## src/rtl/ecc_log_pkg.sv

```systemverilog
package ecc_log_pkg;
    localparam int PA_W    = 34;   // physical address width
    localparam int BLK_LSB = 12;   // 4 KiB block boundary
    localparam int LOG_LSB = 6;    // field position of block number in log
    localparam int SYN_W   = 16;
    localparam int DATA_W  = 32;
    localparam int REG_AW  = 3;
    localparam int NTYPES  = 2;
    localparam int T_CE    = 0;    // status bit for correctable
    localparam int T_UE    = 1;    // status bit for uncorrectable

    localparam logic [REG_AW-1:0] OFS_FIRST   = 3'd0;
    localparam logic [REG_AW-1:0] OFS_NEXT    = 3'd1;
    localparam logic [REG_AW-1:0] OFS_CE_ADDR = 3'd2;
    localparam logic [REG_AW-1:0] OFS_UE_ADDR = 3'd3;
    localparam logic [REG_AW-1:0] OFS_CE_SYN  = 3'd4;
endpackage

```

## src/rtl/ecc_chan_decode.sv

```systemverilog
// Maps a syndrome to the failing channel.
// Assumes a 16-bit syndrome split into two bytes, one per channel.
module ecc_chan_decode
    import ecc_log_pkg::*;
(
    input  logic [SYN_W-1:0] syn,
    output logic             chan
);
    localparam int HALF = SYN_W / 2;
    localparam int QTR  = SYN_W / 4;

    // Priority decode: whole bytes first, then the two high nibbles.
    always_comb begin
        if (syn[SYN_W-1:HALF] == '0)
            chan = 1'b0;
        else if (syn[HALF-1:0] == '0)
            chan = 1'b1;
        else if (syn[SYN_W-1 -: QTR] == '0 || syn[SYN_W-QTR-1 -: QTR] == '0)
            chan = 1'b0;
        else
            chan = 1'b1;
    end
endmodule

```

## src/rtl/ecc_log_slot.sv

```systemverilog
// Holds the first/next status and the capture log for one error type.
// Assumes clr_* are write-one-to-clear masks already decoded for this slot.
module ecc_log_slot
    import ecc_log_pkg::*;
#(
    parameter bit KEEP_SYN = 1'b1
)(
    input  logic              clk,
    input  logic              rst_n,
    input  logic              evt,
    input  logic [PA_W-1:0]   addr,
    input  logic [SYN_W-1:0]  syn_in,
    input  logic              clr_first,
    input  logic              clr_next,
    output logic              first_q,
    output logic              next_q,
    output logic [DATA_W-1:0] log_q,
    output logic [SYN_W-1:0]  syn_q
);
    localparam int BLK_W = PA_W - BLK_LSB;

    logic capture;
    assign capture = evt && !first_q;

    // Status: events are judged against the pre-write first bit.
    always_ff @(posedge clk) begin
        if (!rst_n) begin
            first_q <= 1'b0;
            next_q  <= 1'b0;
        end else begin
            first_q <= (first_q && !clr_first) || evt;
            next_q  <= (next_q && !clr_next) || (evt && first_q);
        end
    end

    // Address log: block number only, other bits held at zero.
    always_ff @(posedge clk) begin
        if (!rst_n)
            log_q <= '0;
        else if (capture) begin
            log_q <= '0;
            log_q[LOG_LSB +: BLK_W] <= addr[PA_W-1:BLK_LSB];
        end
    end

    generate
        if (KEEP_SYN) begin : g_syn
            // Syndrome log for the captured event.
            always_ff @(posedge clk) begin
                if (!rst_n)
                    syn_q <= '0;
                else if (capture)
                    syn_q <= syn_in;
            end
        end else begin : g_nosyn
            assign syn_q = '0;
        end
    endgenerate
endmodule

```

## src/rtl/ecc_log_regs.sv

```systemverilog
// Read multiplexer for the logger's register window.
// Assumes reads have no side effects and unmapped offsets return zero.
module ecc_log_regs
    import ecc_log_pkg::*;
(
    input  logic [REG_AW-1:0] reg_addr,
    input  logic [NTYPES-1:0] first_q,
    input  logic [NTYPES-1:0] next_q,
    input  logic [DATA_W-1:0] ce_log,
    input  logic [DATA_W-1:0] ue_log,
    input  logic [SYN_W-1:0]  ce_syn_q,
    input  logic              ce_chan,
    output logic [DATA_W-1:0] rdata
);
    // Select the addressed register.
    always_comb begin
        rdata = '0;
        case (reg_addr)
            OFS_FIRST:   rdata[NTYPES-1:0] = first_q;
            OFS_NEXT:    rdata[NTYPES-1:0] = next_q;
            OFS_CE_ADDR: rdata = ce_log;
            OFS_UE_ADDR: rdata = ue_log;
            OFS_CE_SYN:  rdata[SYN_W:0] = {ce_chan, ce_syn_q};
            default:     rdata = '0;
        endcase
    end
endmodule

```

## src/rtl/ecc_err_logger.sv

```systemverilog
// First/next memory error logger top level.
// Assumes events are single-cycle pulses, synchronous to clk.
module ecc_err_logger
    import ecc_log_pkg::*;
(
    input  logic              clk,
    input  logic              rst_n,
    input  logic              ce_evt,
    input  logic [PA_W-1:0]   ce_addr,
    input  logic [SYN_W-1:0]  ce_syn,
    input  logic              ue_evt,
    input  logic [PA_W-1:0]   ue_addr,
    input  logic [REG_AW-1:0] reg_addr,
    input  logic              reg_we,
    input  logic [DATA_W-1:0] reg_wdata,
    output logic [DATA_W-1:0] reg_rdata,
    output logic              ce_chan,
    output logic              irq
);
    logic [NTYPES-1:0] evt_v, clr_first, clr_next, first_q, next_q;
    logic [PA_W-1:0]   addr_v [NTYPES];
    logic [SYN_W-1:0]  syn_in_v [NTYPES];
    logic [SYN_W-1:0]  syn_q_v [NTYPES];
    logic [DATA_W-1:0] log_v [NTYPES];
    logic [DATA_W-1:0] ce_log;
    logic [DATA_W-1:0] ue_log;

    assign evt_v[T_CE]    = ce_evt;
    assign evt_v[T_UE]    = ue_evt;
    assign addr_v[T_CE]   = ce_addr;
    assign addr_v[T_UE]   = ue_addr;
    assign syn_in_v[T_CE] = ce_syn;
    assign syn_in_v[T_UE] = '0;

    // Write-one-to-clear masks for the two status registers.
    assign clr_first = (reg_we && reg_addr == OFS_FIRST) ? reg_wdata[NTYPES-1:0] : '0;
    assign clr_next  = (reg_we && reg_addr == OFS_NEXT)  ? reg_wdata[NTYPES-1:0] : '0;

    genvar t;
    generate
        for (t = 0; t < NTYPES; t++) begin : g_slot
            ecc_log_slot #(.KEEP_SYN(t == T_CE)) u_slot (
                .clk       (clk),
                .rst_n     (rst_n),
                .evt       (evt_v[t]),
                .addr      (addr_v[t]),
                .syn_in    (syn_in_v[t]),
                .clr_first (clr_first[t]),
                .clr_next  (clr_next[t]),
                .first_q   (first_q[t]),
                .next_q    (next_q[t]),
                .log_q     (log_v[t]),
                .syn_q     (syn_q_v[t])
            );
        end
    endgenerate

    assign ce_log = log_v[T_CE];
    assign ue_log = log_v[T_UE];

    ecc_chan_decode u_chan (
        .syn  (syn_q_v[T_CE]),
        .chan (ce_chan)
    );

    ecc_log_regs u_regs (
        .reg_addr (reg_addr),
        .first_q  (first_q),
        .next_q   (next_q),
        .ce_log   (ce_log),
        .ue_log   (ue_log),
        .ce_syn_q (syn_q_v[T_CE]),
        .ce_chan  (ce_chan),
        .rdata    (reg_rdata)
    );

    // Interrupt level while anything is pending.
    assign irq = |{first_q, next_q};
endmodule

```

## config.mk

```make
export PLATFORM = sky130hd
export DESIGN_NAME = ecc_err_logger
export DESIGN_NICKNAME = d
export VERILOG_FILES = /design/src/rtl/ecc_log_pkg.sv /design/src/rtl/ecc_chan_decode.sv /design/src/rtl/ecc_log_slot.sv /design/src/rtl/ecc_log_regs.sv /design/src/rtl/ecc_err_logger.sv
export SDC_FILE = /design/constraint.sdc
export NUM_CORES = 1
export LEC_CHECK = 0
export BUFFER_PORTS_ARGS = -buffer_cell sky130_fd_sc_hd__buf_2
export CORE_MARGIN = 5
export CORE_UTILIZATION = 43
export CTS_BUF_LIST = sky130_fd_sc_hd__clkbuf_8
export CTS_CLUSTER_DIAMETER = 50
export DETAILED_ROUTE_END_ITERATION = 16
export PLACE_DENSITY_LB_ADDON = 0.08
export SYNTH_ARGS = -nofsm -noshare
export SYNTH_HDL_FRONTEND = slang
export SYNTH_SLANG_ARGS = --single-unit
```

## constraint.sdc

```tcl
create_clock -name clk -period 1.3 [get_ports clk]
set_input_delay 0.065 -clock clk [delete_from_list [all_inputs] [get_ports clk]]
set_output_delay 0.065 -clock clk [all_outputs]
set_load 0.03 [all_outputs]
```

==> results of run 1 <==
[stage by stage]
step                      area, sq um  hold WS [ns]  setup TNS (ns)  setup WS, ns  util (%)
final                            4563       0.02881          -1.112       -0.4461     71.45
after global routing             4563       0.03351          -1.367       -0.5000     71.45
after global placement           3556        0.3065         -0.2306       -0.1194     55.68
after detailed placement         3556        0.3096         -0.2609       -0.1332     55.68
after floorplan                  2850        0.2010        -0.05019      -0.05019         -
after CTS                        4489      0.002071          -1.149       -0.4362     70.30
[where the power goes]
group / switching, mW / internal, mW / total [mW]
Clock: 0.724 / 0.771 / 1.49
Sequential: 0.0756 / 2.08 / 2.16
Combinational: 0.504 / 0.502 / 1.01
[worst max-delay path by stage]
stage / cells past startpoint / to / startpoint / slack [ns]
2_1_floorplan: 3 / ce_chan / g_slot[0].u_slot.syn_q[15] / -0.05
3_3_place_gp: 4 / reg_rdata[16] / g_slot[0].u_slot.syn_q[15] / -0.12
3_5_place_dp: 4 / reg_rdata[16] / g_slot[0].u_slot.syn_q[15] / -0.13
4_1_cts: 4 / ce_chan / g_slot[0].u_slot.syn_q[15] / -0.44
5_1_grt: 4 / ce_chan / g_slot[0].u_slot.syn_q[14] / -0.50
6_report: 4 / reg_rdata[16] / g_slot[0].u_slot.syn_q[14] / -0.45
[Yosys cell counts (2+ instances only)]
master,count
or4_1,2
buf_4,7
o21ai_0,2
dfxtp_1,64
nand2b_1,3
buf_2,14
and2_1,5
o2bb2ai_1,10
a311oi_1,2
mux2i_1,12
clkbuf_1,7
nor4_2,2
nand2_1,127
nor2_1,14
nor2b_1,4
a22oi_1,10
nor4bb_1,2
a21oi_1,67
[critical path, stage by stage (launching register included)]
cell	delay [ns]
dfxtp_2	0.32
or4_4	0.56
a31oi_4	0.25
o31ai_4	0.07
buf_6	0.14
[area by class of cell]
| type | instances | area (sq um) |
|---|---|---|
| multi-input combinational | 274 | 1546 |
| fill | 529 | 1823 |
| clock buffer | 11 | 151.4 |
| inverter | 2 | 7.507 |
| sequential | 64 | 1296 |
| tap | 77 | 96.34 |
| clock inverter | 4 | 21.27 |
| timing repair buffer | 192 | 1444 |
[logic make-up (layout without fill, tap and decap cells)]
| group | after synthesis | in the layout |
|---|---|---|
| mux | 14 | 14 |
| compound gates | 93 | 93 |
| flops | 64 | 64 |
| other cells | 1 | 4 |
| buf+inv | 30 | 209 |
| simple gates | 163 | 163 |
[repair_timing]
item	CTS	global route
pin swaps	7	15
endpoints found under the hold margin	61	0
resized for setup	43	19
hold buffers	60	0
buffers inserted	2	0
endpoints found under the setup margin	15	14
[metal layers]
metal	global-route usage (%)	wire, um	up-vias
met4	6.479	51	0
met3	5.124	478	5
li1	-	-	1576
met5	0	0	-
met2	35.82	4399	75
met1	26.27	3767	1439
[flip-flops by register name, indices dropped and copies added (netlist names)]
register / flops
g_slot.u_slot.syn_q: 16
g_slot.u_slot.first_q: 2
g_slot.u_slot.next_q: 2
g_slot.u_slot.log_q: 44
[cell usage in the layout, fill, tap and decap left out, drive strengths merged, types with 2 or more instances in the layout]
cell type and instances:
and2 5, o2bb2ai 10, nand2 127, nand2b 3, clkbuf 11, a22oi 10
clkinv 2, inv 3, or4 3, conb 4, buf 132, a311oi 2
dfxtp 64, nor2b 4, mux2 2, a21oi 67, o21ai 2, nor4bb 2
mux2i 12, dlygate4sd3 60, nor2 15, nor4 2
==> results.sh, run 1 <==
export IMPL_setup_reg_to_reg_worst_slack_ns=0.15
export IMPL_max_freq_mhz=572.7
export IMPL_drc=0
export IMPL_cts_buffers=9
export IMPL_synth_top_area_share_pct=45.35
export IMPL_async_flop_share_pct=0
export IMPL_die_area_sq_mm=0.008291
export IMPL_clkLatencyLatePin_ns=0.33
export IMPL_hold_depth=3
export IMPL_grt_overflow=0
export IMPL_cts_root_buf="clkbuf_8"
export IMPL_cts_num_sinks=64
export IMPL_path_class="reg -> out"
export IMPL_path_clk_slew_ns=0.07
export IMPL_synth_area_leader_cell="dfxtp_1"
export IMPL_finalSetupViolCount=5
export IMPL_synthMuxAreaShare_pct=5.049
export IMPL_reg2reg_depth=4
export IMPL_hold_start="ce_addr[33]"
export IMPL_drive_gt1_share_pct=34.37
export IMPL_synth_cell_types=29
export IMPL_syn_area_sq_mm=0.002825
export IMPL_die_height_um=91.06
export IMPL_yosys_warnings=0
export IMPL_yosys_area_share_simple_pct=24.62
export IMPL_fin_nets=667
export IMPL_postRouteAntennaNets=0
export IMPL_min_period_over_period_pct=134.3
export IMPL_status="complete, but fails checks"
export IMPL_top_level_ports=158
export IMPL_synth_top_family_by_area="simple AND/OR/NAND/NOR gates"
export IMPL_synth_fa_ha_area_share_pct=0
export IMPL_cp_end_kind="output pin"
export IMPL_final_cells=624
export IMPL_drt_pass1_iterations=4
export IMPL_hpwl_mm=5.629
export IMPL_ys_seq_area_share_pct=45.35
export IMPL_vias_per_cell=4.960
export IMPL_core_sq_mm=0.006386
export IMPL_synth_area_leaders="dfxtp_1 (45%), nand2_1 (17%), a21oi_1 (12%)"
export IMPL_grt_pass1_vias=3092
export IMPL_power_mw=4.657
export IMPL_max_cap_violations=0
export IMPL_synth_edf_count=0
export IMPL_clock_path_buffers=2
export IMPL_synthesis_instances=365
export IMPL_io_buffers=99
export IMPL_synth_top_flop_cell="dfxtp_1"
export IMPL_maxSlewViolCount=0
export IMPL_fin_ws_ns=-0.4461
export IMPL_clock_skew_ns=0.007432
export IMPL_tritoncts="done"
export IMPL_period_needed_ns=1.746
export IMPL_leakagePower_nw=1.977
export IMPL_min_to="g_slot[0].u_slot.log_q[27]"
export IMPL_violations="negative setup slack"
export IMPL_start_util_pct=44.24
export IMPL_rr_endpoint="g_slot[0].u_slot.log_q[10]"
export IMPL_powerDensity_mw_per_mm2=1021
export IMPL_antenna_found_initial=0
export IMPL_crit_required_ns=1.24
export IMPL_cp_start_kind="flip-flop"
export IMPL_num_vias=3095
export IMPL_std_cell_rows=29
export IMPL_grtUsageTotal_pct=21.06
export IMPL_synth_seq_cells=64
export IMPL_critPathMaxFanout=2
export IMPL_die_w_um=91.06
export IMPL_dp_cells=547
export IMPL_wirelength_mm=8.696
export IMPL_synth_xor_area_share_pct=0
export IMPL_grt_pass1_wl_mm=14.43
export IMPL_avgRoutedWirePerCell_um=13.94
export IMPL_peakVddDrop_uv=729.0
export IMPL_rsz0062_at_grt="true"
export IMPL_crit_arrival_ns=1.68
export IMPL_synth_compound_area_share_pct=19.31
export IMPL_syn_to_final_growth_pct=61.51
export IMPL_place_gp_congestion=0.8286
export IMPL_hold_viol_final=0
export IMPL_cts_htree_levels=3
export IMPL_timing_rr_start="g_slot[0].u_slot.first_q"
export IMPL_drt_initial_drc_count=98
export IMPL_grt_start_max_net_pins=37
export IMPL_diodes=0
export IMPL_syn_avg_cell_area_sq_um=7.740
export IMPL_hold_class="in -> reg"
Power figures use the tool's default switching activity.
==> run 2: changes to the inputs <==
- CORE_UTILIZATION: 43 -> 41
- clock period: 1.3 -> 1.5 ns (I/O delays scaled with it)
==> run 2 against run 1 <==
Effect of this change:
- the run still ends with negative setup slack left
- count of clock-buffer cells in the layout decreased by 1
- sequential power decreased by 13%
- sequential share of layout area grew 1.5 points
- design area decreased by 5.3%
- critical path depth stayed put
- non-clock buffer count fell by 16
- cell count decreased by 1.9%
- sequential cell count unchanged
- clock skew decreased by 0.0023 ns
- global-route usage fell by 0.25 points
- core utilization is 7.5 points lower
==> results.sh, run 2 (synthesis gave the netlist of run 1 again) <==
export IMPL_fill_cells=643
export IMPL_path_class="reg -> out"
export IMPL_drt_pass1_iterations=4
export IMPL_layout_commonest_cell="nand2_1"
export IMPL_path_clk_slew_ns=0.07
export IMPL_period_needed_ns=1.698
export IMPL_place_gp_congestion=0.7706
export IMPL_cp_start_kind="flip-flop"
export IMPL_grt_overflow=0
export IMPL_peakVddDrop_uv=485.2
export IMPL_hold_class="in -> reg"
export IMPL_cts_htree_levels=3
export IMPL_timing_rr_start="g_slot[0].u_slot.first_q"
export IMPL_hpwl_mm=5.690
export IMPL_fin_ws_ns=-0.1983
export IMPL_critPathMaxFanout=3
export IMPL_fin_tns_setup_ns=-0.3961
export IMPL_diodes=0
export IMPL_finish_utilization_pct=63.93
export IMPL_finalSetupViolCount=2
export IMPL_max_cap_violations=0
export IMPL_hold_viol_final=0
export IMPL_cts_buffers=9
export IMPL_crit_arrival_ns=1.62
export IMPL_area_sequential_sq_mm=0.001290
export IMPL_hold_depth=3
export IMPL_reg_top3="g_slot.u_slot.log_q (44), g_slot.u_slot.syn_q (16)"
export IMPL_violations="negative setup slack"
export IMPL_reg2reg_depth=4
export IMPL_final_cell_mix="nand2_1 (127), buf_2 (95), a21oi_1 (66)"
export IMPL_multiInputGateArea_sq_mm=0.001446
export IMPL_grt_pass1_wl_mm=14.35
export IMPL_die_w_um=93.01
export IMPL_num_vias=2995
export IMPL_top_level_ports=158
export IMPL_rsz0062_at_grt="true"
export IMPL_top_register="g_slot.u_slot.log_q"
export IMPL_io_buffers=99
export IMPL_std_cell_rows=30
export IMPL_grt_pass1_vias=3033
export IMPL_cp_end_kind="output pin"
export IMPL_powerDensity_mw_per_mm2=953.9
export IMPL_fin_nets=651
export IMPL_hold_start="ue_evt"
export IMPL_crit_required_ns=1.42
export IMPL_die_height_um=93.01
export IMPL_min_to="g_slot[1].u_slot.next_q"
export IMPL_drt_initial_drc_count=135
export IMPL_clock_path_buffers=2
export IMPL_setup_reg_to_reg_worst_slack_ns=0.37
export IMPL_cts_root_buf="clkbuf_8"
export IMPL_power_mw=4.120
export IMPL_drc=0
export IMPL_vias_per_cell=4.894
export IMPL_largest_reg_flops=44
export IMPL_pre_cts_slack_ns=0.07318
export IMPL_syn_to_final_growth_pct=52.88
export IMPL_drive_gt1_share_pct=28.20
export IMPL_min_period_over_period_pct=113.2
export IMPL_max_freq_mhz=588.8
export IMPL_die_area_sq_mm=0.008651
export IMPL_wirelength_mm=8.726
export IMPL_maxSlewViolCount=0
export IMPL_antenna_found_initial=0
export IMPL_status="complete, but fails checks"
export IMPL_cts_num_sinks=64
export IMPL_leakagePower_nw=1.884
export IMPL_grtUsageTotal_pct=20.81
export IMPL_rr_endpoint="g_slot[0].u_slot.syn_q[12]"
export IMPL_core_sq_mm=0.006756
export IMPL_start_util_pct=41.81
export IMPL_tritoncts="done"
export IMPL_clkLatencyLatePin_ns=0.34
export IMPL_avgRoutedWirePerCell_um=14.26
export IMPL_grt_start_max_net_pins=29
export IMPL_clock_skew_ns=0.005175
export IMPL_postRouteAntennaNets=0
[run 2: cell count changes in the layout (fill, tap and decap cells not counted), sizes merged]
cell	delta
bufinv	+1
clkbuf	-1
dlygate4sd3	+1
buf	-17
clkinv	+1
[run 2: worst max-delay path: stages (launching register included)]
cell and delay [ns]:
dfxtp_1 0.33, or4_4 0.55, a31oi_4 0.16, nor2_1 0.07, buf_4 0.17
[run 2: metrics by stage]
step | cells | hold WS, ns | cell area, sq um
global placement | 533 | 0.3166 | 3436
finish | 612 | 0.04645 | 4319
CTS | 612 | 0.03082 | 4307
detailed placement | 533 | 0.3215 | 3436
floorplan | 368 | 0.2110 | 2841
global route | 612 | 0.05402 | 4319
[run 2: worst max-delay path by stage]
stage                    endpoint  slack [ns]                  startpoint
finish                    ce_chan       -0.20  g_slot[0].u_slot.syn_q[14]
global route        reg_rdata[16]       -0.28   g_slot[0].u_slot.syn_q[1]
CTS                 reg_rdata[16]       -0.22  g_slot[0].u_slot.syn_q[15]
detailed placement  reg_rdata[16]        0.07   g_slot[0].u_slot.syn_q[0]
global placement    reg_rdata[16]         0.1  g_slot[0].u_slot.syn_q[15]
floorplan           reg_rdata[16]        0.11   g_slot[0].u_slot.syn_q[0]
[run 2: repair_timing]
action / in CTS / in global routing
hold buffers: 61 / 0
hold endpoints to repair: 62 / 0
pin swaps: 5 / 2
setup endpoints to repair: 4 / 5
setup buffers: 2 / 0
gates resized for setup: 13 / 6
[run 2: final cells by class]
type	count	share of cell area, %
clock inverter	6	1.390
sequential	64	29.87
timing repair buffer	176	29.58
multi-input combinational	274	33.49
inverter	2	0.1738
clock buffer	10	3.187
tap	80	2.317
[run 2: report_power, final]
group | internal (mW) | switching [mW] | total, mW
Combinational | 0.381 | 0.403 | 0.785
Sequential | 1.80 | 0.0678 | 1.87
Clock | 0.803 | 0.663 | 1.47
[run 2: per-layer routing]
metal  GRT usage (%)  part of all wire, %  vias up
li1                -                    -     1540
met5               0                    0        -
met2           36.65                   50       82
met1           25.15                   44     1369
met3           5.229                  5.3        4
met4           5.617                 0.19        0
==> run 3: changes to the inputs <==
- CELL_PAD_IN_SITES_DETAIL_PLACEMENT: default -> 0
- CELL_PAD_IN_SITES_GLOBAL_PLACEMENT: default -> 1
- CORE_UTILIZATION: 41 -> 31
- clock period: 1.5 -> 1.6 ns (I/O delays scaled with it)
==> run 3 against run 2 <==
Effect of this change:
- the flow still finishes with violations (negative setup slack)
- cell count is 4.2% higher
- sequential share of layout area is essentially flat
- critical path depth unchanged
- register-to-register slack better by 0.07 ns
- power decreased by 4.3%
- routed wire length increased by 0.80%
- sequential cell count unchanged
- clock power about the same
- first-iteration DRC count shrank 27%
==> results.sh, run 3 (synthesis gave the netlist of run 1 again) <==
export IMPL_leakagePower_nw=1.872
export IMPL_grt_start_max_net_pins=38
export IMPL_start_util_pct=32.08
export IMPL_hpwl_mm=6.058
export IMPL_cts_htree_levels=3
export IMPL_cts_root_buf="clkbuf_8"
export IMPL_final_cell_mix="nand2_1 (127), buf_2 (97), a21oi_1 (66)"
export IMPL_die_w_um=105.5
export IMPL_rr_endpoint="g_slot[1].u_slot.log_q[10]"
export IMPL_path_class="reg -> out"
export IMPL_syn_to_final_growth_pct=52.52
export IMPL_critPathSlowestCell="or4_4"
export IMPL_cts_num_sinks=64
export IMPL_crit_end="ce_chan"
export IMPL_wirelength_met1_mm=4.045
export IMPL_reg_top3="g_slot.u_slot.log_q (44), g_slot.u_slot.syn_q (16)"
export IMPL_reg2reg_depth=4
export IMPL_std_cell_rows=34
export IMPL_stdcell_area_sq_mm=0.004309
export IMPL_maxSlewViolCount=0
export IMPL_finish_utilization_pct=48.93
export IMPL_pre_cts_slack_ns=0.1652
export IMPL_dp_cells=560
export IMPL_crit_path_cell_trace="or4_4, a31oi_4, nor2_1, buf_4"
export IMPL_clock_skew_ns=0.002885
export IMPL_min_period_over_period_pct=106.7
export IMPL_drt_initial_drc_count=98
export IMPL_tritoncts="done"
export IMPL_antenna_found_initial=0
export IMPL_fin_ws_ns=-0.1073
export IMPL_timing_rr_start="g_slot[1].u_slot.first_q"
export IMPL_finalSetupViolCount=2
export IMPL_drive_gt1_share_pct=27.74
export IMPL_drt_pass1_iterations=4
export IMPL_top_level_ports=158
export IMPL_cts_buffers=9
export IMPL_grt_pass1_vias=2876
export IMPL_wirelength_mm=8.796
export IMPL_diodes=0
export IMPL_crit_arrival_ns=1.63
export IMPL_avgRoutedWirePerCell_um=13.79
export IMPL_postRouteAntennaNets=0
export IMPL_power_mw=3.944
export IMPL_hold_start="rst_n"
export IMPL_core_sq_mm=0.008806
export IMPL_path_clk_slew_ns=0.07
export IMPL_hold_class="in -> reg"
export IMPL_hold_viol_final=0
export IMPL_clkLatencyLatePin_ns=0.33
export IMPL_die_height_um=105.5
export IMPL_top_register="g_slot.u_slot.log_q"
export IMPL_max_freq_mhz=585.7
export IMPL_fin_nets=649
export IMPL_clock_path_buffers=2
export IMPL_io_buffers=99
export IMPL_placed_area_sq_mm=0.003426
export IMPL_powerDensity_mw_per_mm2=915.2
export IMPL_cp_start_kind="flip-flop"
export IMPL_die_area_sq_mm=0.01112
export IMPL_cp_end_kind="output pin"
export IMPL_max_cap_violations=0
export IMPL_critPathMaxFanout=2
export IMPL_final_cells=638
export IMPL_peakVddDrop_uv=480.9
export IMPL_grt_pass1_wl_mm=14.34
export IMPL_grtUsageTotal_pct=15.92
export IMPL_drc=0
export IMPL_vias_per_cell=4.668
export IMPL_status="complete, but fails checks"
export IMPL_rsz0062_at_grt="true"
export IMPL_grt_overflow=0
export IMPL_crit_required_ns=1.52
export IMPL_setup_reg_to_reg_worst_slack_ns=0.44
export IMPL_layout_commonest_cell="nand2_1"
export IMPL_num_vias=2978
export IMPL_largest_reg_flops=44
export IMPL_period_needed_ns=1.707
export IMPL_wl_met3_um=489
export IMPL_top_layer="met4"
export IMPL_crit_start="g_slot[0].u_slot.syn_q[14]"
export IMPL_slowest_delay_ns=0.57
export IMPL_wl_met2_mm=4.196
export IMPL_violations="negative setup slack"
export IMPL_place_gp_congestion=0.7776
run 3: changes by cell type in the layout (fill, tap and decap cells not counted), moves of 2 or more:
cell	change
buf_2	+2
buf_4	+2
dlygate4sd3_1	-2
dfxtp_1	+2
clkbuf_8	+3
buf_12	-3
dfxtp_2	-2
run 3: where the power goes:
part           switching (mW)  internal, mW  total, mW
clock network           0.587         0.882       1.47
registers              0.0623          1.69       1.75
logic                   0.379         0.345      0.724
total                    1.03          2.92       3.94
run 3: cell type report:
class | instances | area, sq um
inverters | 2 | 7.507
repair buffers | 174 | 1211
clock inverters | 3 | 38.79
clock buffers | 13 | 178.9
flip-flops and latches | 64 | 1287
fillers | 906 | 4497
well taps | 108 | 135.1
multi-input cells | 274 | 1450
run 3: what timing repair did:
action | CTS | global route
hold endpoints to repair | 59 | 0
cloned | 0 | 0
setup endpoints to repair | 2 | 3
resized for setup | 11 | 2
pin swaps | 5 | 2
buffers inserted | 1 | 2
hold buffers | 59 | 0
run 3: worst min-delay path by stage:
| stage | slack, ns | cells past startpoint | endpoint |
|---|---|---|---|
| after CTS | 0.002 | 3 | g_slot[0].u_slot.log_q[15] |
| after detailed placement | 0.33 | 3 | g_slot[0].u_slot.log_q[19] |
| after global routing | 0.01 | 3 | g_slot[0].u_slot.first_q |
| final | 0.01 | 3 | g_slot[0].u_slot.first_q |
| after global placement | 0.32 | 3 | g_slot[0].u_slot.log_q[21] |
| after floorplan | 0.22 | 2 | g_slot[0].u_slot.log_q[16] |
run 3: stage by stage:
step / hold WS (ns) / setup TNS (ns)
finish: 0.01268 / -0.2127
global route: 0.01241 / -0.3326
CTS: 0.002215 / -0.2417
detailed placement: 0.3274 / 0
global placement: 0.3218 / 0
floorplan: 0.2160 / 0
run 3: critical path: cells and delay by family (launching register included):
kind                   cells  cell delay, ns
and+or+nand+nor            2            0.64
DFF                        1            0.32
AOI/OAI and AO/OA          1            0.17
buffers and inverters      1            0.17
run 3: metal layers:
metal	GRT usage (%)	vias to the layer above
met4	4.780	0
li1	-	1540
met5	0	-
met3	4.584	6
met2	26.09	76
met1	20.32	1356
